File: config.mk
export PLATFORM = sky130hd
export DESIGN_NAME = cmd_pkt_dispatch
export DESIGN_NICKNAME = d
export VERILOG_FILES = /design/src/rtl/pdsp_pkg.sv /design/src/rtl/pdsp_cmd_check.sv /design/src/rtl/pdsp_rtc.sv /design/src/rtl/cmd_pkt_dispatch.sv
export SDC_FILE = /design/constraint.sdc
export NUM_CORES = 1
export LEC_CHECK = 0
export CAP_MARGIN = 10
export CORE_ASPECT_RATIO = 1.5
export CORE_UTILIZATION = 52
export DETAILED_ROUTE_END_ITERATION = 8
export DONT_BUFFER_PORTS = 1
export PLACE_DENSITY = 0.67
export SLEW_MARGIN = 20
export SYNTH_ARGS = -nofsm -noshare
export SYNTH_HDL_FRONTEND = slang
export SYNTH_SLANG_ARGS = --single-unit
File: constraint.sdc
create_clock -name clk -period 14.9 [get_ports clk]
set_input_delay 2.235 -clock clk [delete_from_list [all_inputs] [get_ports clk]]
set_output_delay 2.235 -clock clk [all_outputs]
set_load 0.03 [all_outputs]
File: src/rtl/pdsp_pkg.sv
package pdsp_pkg;
  localparam logic [7:0] TY_BUS = 8'h00;
  localparam logic [7:0] TY_CMD = 8'h01;
  localparam logic [7:0] TY_ERR = 8'h02;
  localparam logic [7:0] ERR_UNKNOWN = 8'h02;
  localparam logic [7:0] ERR_BADARG  = 8'h05;

  localparam logic [7:0] OP_AUTOPOLL = 8'h01;
  localparam logic [7:0] OP_CLK_RD   = 8'h03;
  localparam logic [7:0] OP_CLK_WR   = 8'h09;
  localparam logic [7:0] OP_PWR_OFF  = 8'h0A;
  localparam logic [7:0] OP_SYS_RST  = 8'h11;
  localparam logic [7:0] OP_FSRV     = 8'h13;
  localparam logic [7:0] OP_RATE     = 8'h14;
  localparam logic [7:0] OP_MASK     = 8'h19;
  localparam logic [7:0] OP_PMSG     = 8'h21;

  localparam int CLK_W = 32;

  typedef enum logic [2:0] {
    ACT_NONE, ACT_AUTOPOLL, ACT_CLK_WR, ACT_PWR_OFF, ACT_SYS_RST, ACT_RATE, ACT_MASK
  } act_e;

  typedef enum logic [1:0] {RES_OK, RES_BADARG, RES_UNKNOWN} res_e;

  typedef struct packed {
    res_e  res;
    act_e  act;
    logic  clk_rd;
  } verdict_t;

  typedef enum logic {ST_IDLE, ST_WAIT} st_e;
endpackage

File: src/rtl/pdsp_cmd_check.sv
module pdsp_cmd_check
  import pdsp_pkg::*;
#(
  parameter int LW = 4
) (
  input  logic [7:0]    op,
  input  logic [LW-1:0] argc,
  input  logic [7:0]    arg0,
  output verdict_t      verdict
);
  logic          known;
  logic [LW-1:0] need;
  act_e          act;
  logic          rd;

  always_comb begin
    known = 1'b1;
    need  = '0;
    act   = ACT_NONE;
    rd    = 1'b0;
    case (op)
      OP_AUTOPOLL: begin need = LW'(1); act = ACT_AUTOPOLL; end
      OP_CLK_RD:   begin need = LW'(0); rd = 1'b1; end
      OP_CLK_WR:   begin need = LW'(4); act = ACT_CLK_WR; end
      OP_PWR_OFF:  begin need = LW'(0); act = ACT_PWR_OFF; end
      OP_SYS_RST:  begin need = LW'(0); act = ACT_SYS_RST; end
      OP_FSRV:     begin need = LW'(1); end
      OP_RATE:     begin need = LW'(1); act = ACT_RATE; end
      OP_MASK:     begin need = LW'(2); act = ACT_MASK; end
      OP_PMSG:     begin need = LW'(1); end
      default:     known = 1'b0;
    endcase

    verdict.act    = act;
    verdict.clk_rd = rd;
    if (!known)
      verdict.res = RES_UNKNOWN;
    else if ((argc != need) || ((act == ACT_RATE) && (arg0 == 8'h00)))
      verdict.res = RES_BADARG;
    else
      verdict.res = RES_OK;
  end
endmodule

File: src/rtl/pdsp_rtc.sv
module pdsp_rtc
  import pdsp_pkg::*;
(
  input  logic             clk,
  input  logic             rst_n,
  input  logic             tick,
  input  logic             set_en,
  input  logic [CLK_W-1:0] set_val,
  output logic [CLK_W-1:0] now
);
  logic [CLK_W-1:0] cnt_q, cnt_d, off_q, off_d;

  always_comb begin
    cnt_d = cnt_q;
    if (tick) cnt_d = cnt_q + 1'b1;
    off_d = off_q;
    if (set_en) off_d = set_val - cnt_q;
  end

  always_ff @(posedge clk or negedge rst_n) begin
    if (!rst_n) begin
      cnt_q <= '0;
      off_q <= '0;
    end else begin
      cnt_q <= cnt_d;
      off_q <= off_d;
    end
  end

  assign now = off_q + cnt_q;
endmodule

File: src/rtl/cmd_pkt_dispatch.sv
module cmd_pkt_dispatch
  import pdsp_pkg::*;
#(
  parameter int          PKT_BYTES = 8,
  parameter int          RSP_BYTES = 8,
  parameter logic [7:0]  RATE_INIT = 8'd11,
  localparam int PLW     = $clog2(PKT_BYTES + 1),
  localparam int RLW     = $clog2(RSP_BYTES + 1),
  localparam int BUS_OUT = RSP_BYTES - 2,
  localparam int BLW     = $clog2(BUS_OUT + 2)
) (
  input  logic                       clk,
  input  logic                       rst_n,
  input  logic                       sec_tick,
  input  logic                       pkt_valid,
  input  logic [PLW-1:0]             pkt_len,
  input  logic [8*PKT_BYTES-1:0]     pkt_data,
  output logic                       rsp_valid,
  output logic [RLW-1:0]             rsp_len,
  output logic [8*RSP_BYTES-1:0]     rsp_data,
  output logic                       bus_req,
  output logic [PLW-1:0]             bus_req_len,
  output logic [8*(PKT_BYTES-1)-1:0] bus_req_data,
  input  logic                       bus_rsp_valid,
  input  logic [BLW-1:0]             bus_rsp_len,
  input  logic [7:0]                 bus_rsp_err,
  input  logic [8*BUS_OUT-1:0]       bus_rsp_data,
  output logic                       autopoll_en,
  output logic [7:0]                 poll_rate,
  output logic [15:0]                dev_mask,
  output logic                       pwr_off,
  output logic                       sys_rst
);
  // reset: asserted asynchronously, released through two flops
  logic rs0_q, srst_n;
  always_ff @(posedge clk or negedge rst_n) begin
    if (!rst_n) begin
      rs0_q  <= 1'b0;
      srst_n <= 1'b0;
    end else begin
      rs0_q  <= 1'b1;
      srst_n <= rs0_q;
    end
  end

  logic [7:0] b [PKT_BYTES];
  for (genvar gi = 0; gi < PKT_BYTES; gi++) begin : g_unpack
    assign b[gi] = pkt_data[8*gi +: 8];
  end

  st_e      state_q, state_d;
  logic     accept_cmd, accept_bus, ok;
  logic [PLW-1:0] argc;
  verdict_t vd;
  logic [CLK_W-1:0] now;

  assign accept_cmd = pkt_valid && (state_q == ST_IDLE) && (pkt_len >= PLW'(2)) && (b[0] == TY_CMD);
  assign accept_bus = pkt_valid && (state_q == ST_IDLE) && (pkt_len >= PLW'(1)) && (b[0] == TY_BUS);
  assign argc       = pkt_len - PLW'(2);
  assign ok         = accept_cmd && (vd.res == RES_OK);

  pdsp_cmd_check #(.LW(PLW)) u_check (
    .op(b[1]), .argc(argc), .arg0(b[2]), .verdict(vd)
  );

  pdsp_rtc u_rtc (
    .clk(clk), .rst_n(srst_n), .tick(sec_tick),
    .set_en(ok && (vd.act == ACT_CLK_WR)),
    .set_val({b[2], b[3], b[4], b[5]}),
    .now(now)
  );

  // reply assembly
  logic                   rsp_v_d;
  logic [RLW-1:0]         rsp_len_d;
  logic [8*RSP_BYTES-1:0] rsp_d;
  logic [BLW-1:0]         n_eff;
  logic [7:0]             echo_q;

  assign n_eff = (bus_rsp_len > BLW'(BUS_OUT)) ? BLW'(BUS_OUT) : bus_rsp_len;

  always_comb begin
    rsp_v_d   = 1'b0;
    rsp_len_d = '0;
    rsp_d     = '0;
    if (accept_cmd) begin
      rsp_v_d = 1'b1;
      if (vd.res == RES_OK) begin
        rsp_d[7:0]   = TY_CMD;
        rsp_d[23:16] = b[1];
        rsp_len_d    = RLW'(3);
        if (vd.clk_rd) begin
          rsp_d[31:24] = now[31:24];
          rsp_d[39:32] = now[23:16];
          rsp_d[47:40] = now[15:8];
          rsp_d[55:48] = now[7:0];
          rsp_len_d    = RLW'(7);
        end
      end else begin
        rsp_d[7:0]   = TY_ERR;
        rsp_d[15:8]  = (vd.res == RES_BADARG) ? ERR_BADARG : ERR_UNKNOWN;
        rsp_d[23:16] = TY_CMD;
        rsp_d[31:24] = b[1];
        rsp_len_d    = RLW'(4);
      end
    end else if ((state_q == ST_WAIT) && bus_rsp_valid) begin
      rsp_v_d    = 1'b1;
      rsp_d[7:0] = TY_BUS;
      if (bus_rsp_len != '0) begin
        for (int i = 0; i < BUS_OUT; i++)
          if (i < int'(n_eff)) rsp_d[8*(i+2) +: 8] = bus_rsp_data[8*i +: 8];
        rsp_len_d = RLW'(n_eff) + RLW'(2);
      end else begin
        rsp_d[15:8]  = bus_rsp_err;
        rsp_d[23:16] = echo_q;
        rsp_len_d    = RLW'(3);
      end
    end
  end

  always_comb begin
    state_d = state_q;
    if ((state_q == ST_IDLE) && accept_bus) state_d = ST_WAIT;
    else if ((state_q == ST_WAIT) && bus_rsp_valid) state_d = ST_IDLE;
  end

  always_ff @(posedge clk or negedge srst_n) begin
    if (!srst_n) begin
      state_q      <= ST_IDLE;
      rsp_valid    <= 1'b0;
      rsp_len      <= '0;
      rsp_data     <= '0;
      bus_req      <= 1'b0;
      bus_req_len  <= '0;
      bus_req_data <= '0;
      echo_q       <= '0;
      autopoll_en  <= 1'b0;
      poll_rate    <= RATE_INIT;
      dev_mask     <= '0;
      pwr_off      <= 1'b0;
      sys_rst      <= 1'b0;
    end else begin
      state_q   <= state_d;
      rsp_valid <= rsp_v_d;
      bus_req   <= accept_bus;
      pwr_off   <= ok && (vd.act == ACT_PWR_OFF);
      sys_rst   <= ok && (vd.act == ACT_SYS_RST);
      if (rsp_v_d) begin
        rsp_len  <= rsp_len_d;
        rsp_data <= rsp_d;
      end
      if (accept_bus) begin
        bus_req_len  <= pkt_len - PLW'(1);
        bus_req_data <= pkt_data[8*PKT_BYTES-1:8];
        echo_q       <= b[1];
      end
      if (ok && (vd.act == ACT_AUTOPOLL)) autopoll_en <= (b[2] != 8'h00);
      if (ok && (vd.act == ACT_RATE))     poll_rate   <= b[2];
      if (ok && (vd.act == ACT_MASK))     dev_mask    <= {b[2], b[3]};
    end
  end
endmodule

==> summary.md <==
| Metric | Value |
|---|---|
| Outcome | `completed` |
| CTS tree | `built` |
| Worst setup path class | `in2reg` |
| Worst rel slew slack | `between 30% and 40%` |
| Worst Setup EP | `u_rtc.off_q[31]$_DFFE_PN0P_` |
| Largest net degree at the start of global routing | `160` |
| Total routing usage reported by global routing | `a little over a quarter` |
| Number of antenna violations at the first check in global routing | `1` |
| Cells after DPL | `about 1600` |
| Number of buffers added on ports | `0` |
| Initial core utilization | `a little over half` |
| Max Slew Vio Count | `0` |
| Gate power share | `14.9%` |
| Worst-margin pin slew | `approximately 1.0 ns` |
| Cell type with the largest total area after synthesis | `dfrtp_1` |
| Type of destination of the critical path | `register` |
| Top_reg_cell synth | `dfrtp_1` |
| Timing-limited maximum frequency | `approximately 0.21 GHz` |
| Clock power share | `around 36%` |
| Setup bufs post-CTS | `0` |
| Share of final-layout standard cells stronger than drive strength 1 | `~9.2%` |
| Overflow left after global routing | `0` |
| Max stage delay cell, worst path | `a2111oi_0` |
| Maxcap violations | `0` |
| Reg power frac | `48.8%` |
| H-tree depth | `1` |
| Post-synth ARST share | `100%` |
| Post-synth top cells | `nand2_1, dfrtp_1, nor2_1` |
| Die boundary width | `~130 µm` |
| Logic depth of the worst register-to-register path | `11` |
| Sequential fraction of the synthesis area | `about 44%` |
| Number of buffers inserted by hold repair at cts | `0` |
| Setup ws final | `slightly above 10 ns` |
| Vert. Die Dim | `between 150 and 200 µm` |
| Critical Path Source Type | `input port` |
| Required @ worst endpoint | `approximately 15 ns` |
| Initial DRC count | `around 500` |
| Share of the synthesized area in the top cell type | `43.7%` |
| Cell with the most instances after synthesis | `nand2_1` |
| Most area-consuming cells after synthesis | `dfrtp_1, ha_1, nand2_1` |
| Areal power density over the cells | `117 nW/µm²` |
| Final setup violation count | `0` |
| Placer congestion estimate | `0.917` |
| First-pass GRT wire length | `a little over 50000 µm` |
| Clk_lat worst skew | `between 0.5 and 0.6 ns` |
| Internal Pwr Total | `1.07 mW` |
| Tightest hold margin | `0.353 ns` |
| Count of different cell masters after synthesis | `roughly 70` |
| Final routed wire length divided by cell count | `around 20 µm` |
| P&R area growth vs syn | `8.12%` |
| Worst Hold Launch | `rs0_q$_DFF_PN0_` |
| Accumulated negative setup slack | `0 ns` |
| Top fanout value on the critical path | `6` |
| Resized cells post-CTS | `0` |
| Switching Power | `0.480 mW` |
| Vias in the first global route | `9650` |
| 1st-pass router iterations | `5` |
| Setup slack on the worst flop-to-flop path | `~11 ns` |
| Proportion of total power due to net switching | `30.9%` |
| Critical Path AT | `5.21 ns` |
| Critical register-to-register path startpoint | `u_rtc.cnt_q[0]$_DFFE_PN0P_` |
| Via total after detailed routing | `9527` |
| Master cell of the clock root buffer | `clkbuf_16` |
| CTS Sinks | `~220` |
| Critical path's largest stage delay | `between 0.6 and 0.7 ns` |
| Number of DRC violations after detailed routing | `0` |
| Post-Synthesis Mean Instance Area | `9.53 µm²` |
| Final HPWL from detailed placement | `about 25000 µm` |
| Total core area | `between 20000 and 25000 µm²` |
| Reg2reg end | `rsp_data[28]$_DFFE_PN0P_` |
| Post-route ant nets | `0` |
| Post-detailed-route via-to-cell ratio | `just under 6` |
| Pre-CTS setup slack | `around 9.6 ns` |
| Netlist Area Pre-Place | `12300 µm²` |
| Post-layout nets | `1488` |
| Cell count after synthesis | `1293` |
| Tcrit/Tclk final | `~32%` |
| Clk slew on worst S/H paths | `approximately 0.060 ns` |
| Leakage power | `6.47 nW` |
| Post-Route Skew | `between 0.01 and 0.015 ns` |
| EDFF count, synth | `0` |
| Post-route minimum period | `about 4.8 ns` |
| Final hold violations | `0` |
| #FFs+latches synth | `around 220` |
| Largest vdd supply drop | `between 0.09 and 0.1 mV` |
| First element of the critical path | `pkt_data[13]` |
| I/O Pins | `slightly below 300` |
| Full die area | `approximately 24000 µm²` |
| Total wirelength of the detailed-routed design | `roughly 33000 µm` |
| Non-Filler Instances | `1612` |
| Critical Path, Cell by Cell | `and2b_1 -> o2111ai_1 -> a2111oi_0 -> xnor2_1 -> nand4b_2 -> nor3_4 -> nand2_1 -> nor2_1 -> mux2_2` |
| Number of CTS-inserted buffers | `22` |
| N_diodes | `0` |
| Number of rows in the core area | `68` |
| Setup repair after global routing missed its margin | `false` |
| Total number of yosys warnings | `0` |
| Hold/Removal Path Class | `reg2reg` |
| Power, Total | `1.55 mW` |
| Maximum root-to-sink buffer count | `3` |
-- sequential cells by signal, summed over array words and instances (netlist names) --
| signal | count |
|---|---|
| rsp_data | 58 |
| pwr_off | 1 |
| bus_req_data | 56 |
| dev_mask | 16 |
| bus_req | 1 |
| bus_req_len | 4 |
| autopoll_en | 1 |
| poll_rate | 8 |
| sys_rst | 1 |
| state_q | 1 |
| srst_n | 1 |
| rs0_q | 1 |
| rsp_len | 4 |
| u_rtc.off_q | 32 |
| u_rtc.cnt_q | 32 |
| rsp_valid | 1 |
-- area by class of cell --
class | count | area [µm²]
flip-flops and latches | 218 | 5460
fillers | 2138 | 9820
multi-input cells | 974 | 6440
inverters | 56 | 210
clock buffers | 33 | 643
repair buffers | 9 | 80.1
clock inverters | 7 | 92.6
well taps | 315 | 394
-- worst min path at each step --
stage	to	cells after the start
3_5_place_dp	srst_n$_DFF_PN0_	0
3_3_place_gp	srst_n$_DFF_PN0_	0
6_report	srst_n$_DFF_PN0_	0
2_1_floorplan	srst_n$_DFF_PN0_	0
5_1_grt	srst_n$_DFF_PN0_	0
4_1_cts	srst_n$_DFF_PN0_	0
-- worst max-delay path, delay by kind of cell --
kind	cells	cell delay, ns
xor+xnor	1	0.21
simple gates	5	1.56
mux	1	0.41
compound gates	2	0.79
-- metal layers --
layer | routed length, µm | share of wire, % | global-route usage, %
met4 | 1290 | 3.9 | 11.1
met5 | 0 | 0 | 0
met3 | 2040 | 6.2 | 5.13
met2 | 17400 | 53 | 50.2
met1 | 12200 | 37 | 29.2
-- power by group through the flow --
stage,Clock [mW],Sequential (mW),Combinational [mW]
floorplan,0,0.755,0.182
global placement,0,0.767,0.226
detailed placement,0,0.768,0.230
CTS,0.576,0.757,0.232
global route,0.599,0.763,0.261
finish,0.563,0.757,0.232
-- logic make-up (layout without fill, tap and decap cells) --
logic type	count (synthesis)	count (layout)	share of synthesized area (%)
adder cells (fa/ha/maj)	75	75	7.74
flip-flops	218	218	44.3
other	2	7	0.0610
XOR/XNOR	87	87	6.18
AND/OR/NAND/NOR	469	469	17.3
AO/OA/AOI/OAI	279	279	15.6
buffers and inverters	106	105	3.66
multiplexers	57	57	5.19
-- per-stage QoR --
stage                     utilization (%)  instance area, µm²
after floorplan                         -               12300
after global placement               54.4               12600
after detailed placement             54.4               12600
after CTS                            57.6               13300
after global routing                 57.6               13300
final                                57.6               13300
-- cells in the final DEF, fill, tap and decap left out, types with 6 or more instances in the layout --
master,count
nand2_1,216
dfrtp_1,214
nor2_1,109
ha_1,73
xnor2_1,66
a21oi_1,61
inv_1,55
mux2_2,53
o21ai_0,47
a21o_1,34
a221oi_1,33
nand3_1,28
nor3_1,27
clkbuf_16,23
xor2_1,21
o21a_1,16
a22o_1,16
and3_1,15
a31oi_1,13
nand4_1,10
nor2b_1,9
nand2b_1,9
buf_4,8
conb_1,7
clkbuf_1,7
o22ai_1,6
or2_2,6
o31ai_1,6
No activity file was read; power rests on OpenSTA's default activity.
